==> src/rtl/three_sum_pkg.sv <==
package three_sum_pkg;

  // Resolved state of a prefix node.
  typedef enum logic [1:0] {
    NODE_KILL = 2'b00,
    NODE_PROP = 2'b01,
    NODE_GEN  = 2'b10
  } node_kind_e;

  typedef struct packed {
    logic gen;
    logic prop;
  } gp_t;

  // Join a more significant group (hi) with the group just below it (lo).
  function automatic gp_t gp_merge(gp_t hi, gp_t lo);
    gp_t r;
    r.gen  = hi.gen | (hi.prop & lo.gen);
    r.prop = hi.prop & lo.prop;
    return r;
  endfunction

  function automatic node_kind_e gp_kind(gp_t n);
    if (n.gen)       return NODE_GEN;
    else if (n.prop) return NODE_PROP;
    else             return NODE_KILL;
  endfunction

  // Carry for the plain sum: only a generating node yields 1.
  function automatic logic carry_plain(node_kind_e k);
    return (k == NODE_GEN);
  endfunction

  // Carry for the sum plus one: any node that is not killing yields 1.
  function automatic logic carry_inc(node_kind_e k);
    return (k != NODE_KILL);
  endfunction

endpackage

==> src/rtl/tsa_ha_row.sv <==
module tsa_ha_row #(
  parameter int W = 16
) (
  input  logic [W-1:0] a,
  input  logic [W-1:0] b,
  output logic [W-1:0] x,
  output logic [W-1:0] y
);

  assign x[0] = 1'b0;

  for (genvar i = 0; i < W; i++) begin : g_ha
    assign y[i] = a[i] ^ b[i];
    if (i < W - 1) begin : g_up
      assign x[i+1] = a[i] & b[i];
    end
  end

  logic [W-1:0] pair_total;
  logic [W-1:0] op_total;
  assign pair_total = x + y;
  assign op_total   = a + b;

  always_comb begin

    ha_total_chk: assert (pair_total == op_total)
      else $error("half-adder row changed the operand total");
  end

endmodule

==> src/rtl/tsa_prefix_dual.sv <==
module tsa_prefix_dual
  import three_sum_pkg::*;
#(
  parameter int M = 15
) (
  input  logic [M-1:0] x,
  input  logic [M-1:0] y,
  output logic [M-1:0] sum_plain,
  output logic [M-1:0] sum_inc
);

  localparam int LVLS = (M > 1) ? $clog2(M) : 0;

  for (genvar lv = 0; lv <= LVLS; lv++) begin : stg
    gp_t [M-1:0] nd;
    if (lv == 0) begin : g_leaf
      for (genvar i = 0; i < M; i++) begin : g_bit
        assign nd[i].gen  = x[i] & y[i];
        assign nd[i].prop = x[i] ^ y[i];
      end
    end else begin : g_tree
      for (genvar i = 0; i < M; i++) begin : g_bit
        if (((i >> (lv - 1)) & 1) == 1) begin : g_join
          localparam int J = ((i >> (lv - 1)) << (lv - 1)) - 1;
          assign nd[i] = gp_merge(stg[lv-1].nd[i], stg[lv-1].nd[J]);
        end else begin : g_pass
          assign nd[i] = stg[lv-1].nd[i];
        end
      end
    end
  end

  logic [M-1:0] c_plain;
  logic [M-1:0] c_inc;
  logic [M-1:0] leaf_p;

  assign c_plain[0] = 1'b0;
  assign c_inc[0]   = 1'b1;

  for (genvar i = 0; i < M; i++) begin : g_out
    assign leaf_p[i] = stg[0].nd[i].prop;
    if (i > 0) begin : g_carry
      node_kind_e kind;
      assign kind       = gp_kind(stg[LVLS].nd[i-1]);
      assign c_plain[i] = carry_plain(kind);
      assign c_inc[i]   = carry_inc(kind);
    end
  end

  assign sum_plain = leaf_p ^ c_plain;
  assign sum_inc   = leaf_p ^ c_inc;

  logic [M-1:0] plain_next;
  assign plain_next = sum_plain + 1'b1;

  always_comb begin

    carry_order_chk: assert ((c_plain & ~c_inc) == '0)
      else $error("plain carry set where incremented carry is clear");

    inc_step_chk: assert (sum_inc == plain_next)
      else $error("incremented sum is not plain sum plus one");
  end

endmodule

==> src/rtl/tsa_mux_row.sv <==
module tsa_mux_row #(
  parameter int W = 16
) (
  input  logic [W-1:0] s_lo,
  input  logic [W-1:0] s_hi,
  output logic [W-1:0] s_mid
);

  assign s_mid[0] = ~s_lo[0];

  for (genvar i = 1; i < W; i++) begin : g_sel
    assign s_mid[i] = s_lo[0] ? s_hi[i] : s_lo[i];
  end

endmodule

==> src/rtl/three_sum_adder.sv <==
module three_sum_adder #(
  parameter int WIDTH = 16
) (
  input  logic [WIDTH-1:0] a,
  input  logic [WIDTH-1:0] b,
  output logic [WIDTH-1:0] sum0,
  output logic [WIDTH-1:0] sum1,
  output logic [WIDTH-1:0] sum2
);

  localparam int UP = WIDTH - 1;

  logic [WIDTH-1:0] xv;
  logic [WIDTH-1:0] yv;
  logic [UP-1:0]    up_plain;
  logic [UP-1:0]    up_inc;

  tsa_ha_row #(.W(WIDTH)) u_ha (
    .a (a),
    .b (b),
    .x (xv),
    .y (yv)
  );

  tsa_prefix_dual #(.M(UP)) u_pfx (
    .x         (xv[WIDTH-1:1]),
    .y         (yv[WIDTH-1:1]),
    .sum_plain (up_plain),
    .sum_inc   (up_inc)
  );

  assign sum0 = {up_plain, yv[0]};
  assign sum2 = {up_inc, yv[0]};

  tsa_mux_row #(.W(WIDTH)) u_mux (
    .s_lo  (sum0),
    .s_hi  (sum2),
    .s_mid (sum1)
  );

  logic [WIDTH-1:0] ref0;
  logic [WIDTH-1:0] step1;
  logic [WIDTH-1:0] step2;
  assign ref0  = a + b;
  assign step1 = sum0 + 1'b1;
  assign step2 = sum0 + 2'd2;

  always_comb begin

    plain_sum_chk: assert (sum0 == ref0)
      else $error("sum0 differs from a+b");

    mid_sum_chk: assert (sum1 == step1)
      else $error("sum1 is not sum0 plus one");

    top_sum_chk: assert (sum2 == step2)
      else $error("sum2 is not sum0 plus two");

    low_bit_chk: assert ((sum0[0] == (a[0] ^ b[0])) && (sum2[0] == sum0[0]))
      else $error("low result bits disagree");
  end

endmodule

==> config.mk <==
export PLATFORM = sky130hd
export DESIGN_NAME = three_sum_adder
export DESIGN_NICKNAME = d
export VERILOG_FILES = /design/src/rtl/three_sum_pkg.sv /design/src/rtl/tsa_ha_row.sv /design/src/rtl/tsa_prefix_dual.sv /design/src/rtl/tsa_mux_row.sv /design/src/rtl/three_sum_adder.sv
export SDC_FILE = /design/constraint.sdc
export NUM_CORES = 1
export LEC_CHECK = 0
export ABC_CLOCK_PERIOD_IN_PS = 4250
export BUFFER_PORTS_ARGS = -buffer_cell sky130_fd_sc_hd__buf_4
export CAP_MARGIN = 20
export CELL_PAD_IN_SITES_DETAIL_PLACEMENT = 1
export CELL_PAD_IN_SITES_GLOBAL_PLACEMENT = 1
export CORE_ASPECT_RATIO = 0.7
export CORE_MARGIN = 2
export CORE_UTILIZATION = 35
export DETAILED_ROUTE_END_ITERATION = 7
export PLACE_DENSITY_LB_ADDON = 0.1
export SLEW_MARGIN = 20
export SYNTH_ARGS = -nofsm -noshare
export SYNTH_HDL_FRONTEND = slang
export SYNTH_SLANG_ARGS = --single-unit
==> constraint.sdc <==
create_clock -name vclk -period 4.25
set_input_delay 0.2125 -clock vclk [all_inputs]
set_output_delay 0.2125 -clock vclk [all_outputs]
set_load 0.01 [all_outputs]
==> results of run 1 <==
==> layer usage <==
metal	up-vias	wire length (um)	GRT usage, %	part of all wire [%]
li1	790	-	-	-
met1	727	2150	26.8	51
met2	45	1800	30.3	43
met3	0	284	2.34	6.7
met4	0	0	0	0
met5	-	0	0	0
==> metrics by stage <==
| step | setup slack (ps) | hold slack (ps) | utilization, % |
|---|---|---|---|
| finish | 908 | 919 | 51.9 |
| global route | 692 | 966 | 51.9 |
| CTS | 922 | 928 | 51.9 |
| detailed placement | 937 | 927 | 51.9 |
| global placement | 1030 | 920 | 51.9 |
| floorplan | 1400 | 593 | - |
==> cell usage after synthesis (5+ instances only) <==
cell      number  area share, %
inv_1          7            1.8
mux2_2         5            3.9
clkbuf_1       8            2.1
a31oi_1        6            2.6
xor2_1        10            6.0
xnor2_1       19             11
nand3_1        6            2.1
nand2_1        8            2.1
ha_1          30             26
a21o_1         6            3.1
a21oi_1       12            4.1
o21ai_0        8            2.8
nor2_1        10            2.6
==> worst min-delay path, delay by kind of cell <==
family | cells | cell delay (ps)
buffers and inverters | 2 | 190
XOR/XNOR | 2 | 300
==> logic make-up (layout without fill, tap and decap cells) <==
logic type / count (synthesis) / in the layout / synth area share, %
XOR/XNOR: 30 / 30 / 18.7
multiplexers: 7 / 7 / 5.62
AND/OR/NAND/NOR: 41 / 41 / 15.3
buffers and inverters: 20 / 87 / 6.40
adder cells (fa/ha/maj): 34 / 34 / 31.5
AO/OA/AOI/OAI: 48 / 48 / 22.6
==> path summary, 6_finish.rpt <==
check,endpoint,from,cells after the start,slack (ps)
worst min-delay path,sum1[15],b[15],4,920
worst max-delay path,sum2[10],a[1],13,910
==> layout make-up <==
type | instances | share of cell area (%)
timing repair buffer | 80 | 29.3
multi-input combinational | 160 | 66.2
inverter | 7 | 1.28
tap | 52 | 3.18
==> power by group through the flow <==
| stage | Combinational, mW | Sequential [mW] | Clock (mW) |
|---|---|---|---|
| after floorplan | 0.354 | 0 | 0 |
| final | 0.613 | 0 | 0 |
| after global placement | 0.610 | 0 | 0 |
| after global routing | 0.672 | 0 | 0 |
| after CTS | 0.622 | 0 | 0 |
| after detailed placement | 0.619 | 0 | 0 |
==> impl_metrics.py, run 1 <==
metrics = {
    "cells_and_area": {
        "fillCellCount": 489,
        "seq_cells": 0,
        "final_common_cell": "buf_4",
        "fin_area_mm2": 0.00205,
        "ff_latch_area_um2": 0,
        "multi_input_area_mm2": 0.00136,
        "final_cell_mix": "80 x buf_4, 30 x ha_1, 19 x xnor2_1",
        "drive_gt1_share_pct": 38.9,
        "antenna_cells": 0,
        "area_growth_pct": 41.4,
        "stdcell_count": 299,
        "fin_nets": 315,
        "n_clock_buffer": 0,
    },
    "sta": {
        "tightest_slew_ps": 483,
        "rsz0062_at_grt": "no",
        "tns_ps": 0,
        "fin_crit_sh_pct": 78.6,
        "hold_violations": 0,
        "finalSetupViolCount": 0,
        "slew_viol_final": 0,
        "fmax_mhz": 299,
        "slew_headroom_pct": 67.8,
        "post-route-min-period_ps": 3340,
    },
    "synthesis": {
        "yosys_warnings": 0,
        "yosysSeqAreaShare_pct": 0,
        "synthCells": 180,
        "synth_cell_types": 43,
        "synth_area_mm2": 0.00145,
        "syn_nets": 246,
        "syn_area_per_cell_um2": 8.04,
    },
    "clock_tree": {
        "cts_resized": 0,
        "cts_hold_buf": 0,
        "postCtsSetupRepairBufs": 0,
    },
    "global_routing": {
        "track_usage_pct": 18.2,
        "grt_pass1_wl_mm": 7.02,
        "grt_max_degree": 13,
        "grt_overflow": 0,
        "antenna_found_initial": 0,
        "grt_pass1_vias": 1543,
    },
    "die": {
        "die_x_um": 80.9,
        "start_util_pct": 36.7,
        "fp.dieH_um": 57.8,
        "dieArea_mm2": 0.00468,
        "num_rows": 19,
        "core_mm2": 0.00395,
        "ios": 80,
    },
    "detailed_routing": {
        "drt_iter0_drc": 38,
        "totalWireLength_mm": 4.24,
        "vias_per_cell": 5.22,
        "routedWlPerCell_um": 14.2,
        "first_pass_iters": 4,
        "drc": 0,
        "ant_nets": 0,
        "num_vias": 1562,
    },
    "critical_path": {
        "crit_buf_inv": 4,
        "required_ps": 4040,
        "cp_top_family": "adder cells",
        "critPathKind": "in -> out",
        "start_kind": "primary input",
        "critical_path.max_fanout": 5,
        "crit_chain": "buf_4 -> ha_1 -> ha_1 -> fa_1 -> a21o_1 -> a21oi_1 -> inv_1 -> a21boi_2 -> inv_1 -> fa_1 -> a31oi_1 -> xnor2_1 -> buf_4",
        "cpMaxStageDelayCell": "fa_1",
        "endpoint_kind": "primary output",
        "crit_arrival_ps": 3130,
        "max_stage_delay_ps": 440,
    },
    "power": {
        "seq_power_share_pct": 0,
        "comb_power_share_pct": 100.0,
        "ir_drop_mv": 0.151,
        "netSwitchingFraction_pct": 49.2,
        "power.total_mw": 0.613,
        "p_leak_nw": 1.03,
        "power_density_mw_per_mm2": 300,
        "power.internal_mw": 0.312,
        "p_sw_mw": 0.301,
        "clkPwrFrac_pct": 0,
    },
    "placement": {
        "port_buffers": 80,
        "dpl-instance-area_mm2": 0.00205,
        "dp.cells": 299,
        "dpl.hpwl_mm": 3.70,
        "place_congestion": 0.774,
    },
    "run": {
        "maxCapViolCount": 0,
    },
    "status": {
        "status": "finished, final reports clean",
    },
    "hold_path": {
        "hp-class": "in -> out",
    },
}
Note: power is estimated with default switching activity, not from simulation.
==> inputs of run 2 (changes only) <==
ABC_CLOCK_PERIOD_IN_PS = 3450   (was 4250)
CORE_UTILIZATION = 33   (was 35)
clock period = 3.45 ns   (was 4.25 ns; I/O delays follow)
==> impl_metrics.py, run 2 (same netlist as run 1, synthesis figures left out) <==
metrics = {
    "status": {
        "status": "finished, final reports clean",
    },
    "cells_and_area": {
        "area_growth_pct": 42.2,
        "fillCellCount": 539,
        "antenna_cells": 0,
        "utilization_pct": 48.1,
        "drive_gt1_share_pct": 38.9,
        "final_cell_mix": "80 x buf_4, 30 x ha_1, 19 x xnor2_1",
        "seq_cells": 0,
        "final_common_cell": "buf_4",
        "fin_nets": 315,
        "ff_latch_area_um2": 0,
        "n_clock_buffer": 0,
    },
    "die": {
        "core_mm2": 0.00428,
        "fp.dieH_um": 59.4,
        "num_rows": 20,
        "start_util_pct": 33.8,
        "dieArea_mm2": 0.00494,
        "die_x_um": 83.2,
        "ios": 80,
    },
    "sta": {
        "tns_ps": 0,
        "slew_viol_final": 0,
        "slew_headroom_pct": 68.6,
        "fin_crit_sh_pct": 92.3,
        "rsz0062_at_grt": "no",
        "post-route-min-period_ps": 3180,
        "hold_violations": 0,
        "finalSetupViolCount": 0,
        "fmax_mhz": 314,
        "tightest_slew_ps": 471,
    },
    "detailed_routing": {
        "drc": 0,
        "drt_iter0_drc": 16,
        "ant_nets": 0,
        "routedWlPerCell_um": 14.3,
        "vias_per_cell": 5.13,
        "first_pass_iters": 4,
        "num_vias": 1550,
        "totalWireLength_mm": 4.31,
    },
    "critical_path": {
        "crit_arrival_ps": 3010,
        "start_kind": "primary input",
        "required_ps": 3280,
        "endpoint_kind": "primary output",
        "critical_path.max_fanout": 5,
        "critPathKind": "in -> out",
    },
    "clock_tree": {
        "postCtsSetupRepairBufs": 0,
    },
    "placement": {
        "port_buffers": 80,
        "dpl.hpwl_mm": 3.70,
        "place_congestion": 0.898,
    },
    "power": {
        "power_density_mw_per_mm2": 369,
        "p_leak_nw": 1.04,
        "ir_drop_mv": 0.196,
    },
    "global_routing": {
        "track_usage_pct": 17.1,
        "grt_pass1_wl_mm": 7.11,
        "grt_overflow": 0,
        "grt_max_degree": 13,
        "antenna_found_initial": 0,
        "grt_pass1_vias": 1511,
    },
    "run": {
        "maxCapViolCount": 0,
    },
    "hold_path": {
        "hp-class": "in -> out",
    },
}
## run 2: cell counts in the layout (fill, tap and decap cells not counted)
No cell type changed its count.
## run 2: final timing paths
check                  from  endpoint  slack [ps]  cells past startpoint
worst max-delay path   a[1]  sum1[10]         270                     13
worst min-delay path  b[15]  sum2[15]         850                      4
## run 2: where the power goes
group,internal (mW),switching (mW)
Sequential,0,0
Clock,0,0
Combinational,0.386,0.373
## run 2: what timing repair did
item / 4_1_cts / 5_1_grt
gates resized for setup: 0 / 1
endpoints found under the setup margin: 0 / 1
hold buffers: 0 / 0
## run 2: routing by layer
layer | wire length (um) | share of wire, % | vias to the layer above | track usage, %
met2 | 1920 | 45 | 41 | 28.6
met3 | 225 | 5.2 | 2 | 1.39
li1 | - | - | 786 | -
met4 | 12 | 0.28 | 0 | 0.937
met5 | 0 | 0 | - | 0
met1 | 2140 | 50 | 721 | 25.2
## run 2: final cells by class
class,instances,area [um^2],area share [%]
well taps,55,68.8,3.34
repair buffers,80,601,29.2
multi-input cells,160,1360,66.2
inverters,7,26.3,1.28
## run 2: through the flow
step                      cell area [um^2]  hold slack [ps]  total power, mW  setup slack [ps]  instances
final                                 2060              845            0.759               266        302
after detailed placement              2050              845            0.763               244        302
after global placement                2050              852            0.759               322        302
after floorplan                       1450              513            0.436               679        180
after CTS                             2050              849            0.766               227        302
after global routing                  2060              878            0.830              23.9        302
## run 2: worst max-delay path, cell delays in order
cell      delay [ps]
buf_4            110
ha_1             300
ha_1             200
fa_1             430
a21o_1           230
a21oi_1          200
inv_1            140
a21boi_4         190
inv_1            130
fa_1             430
a31oi_1          200
xnor2_1          140
buf_4            140
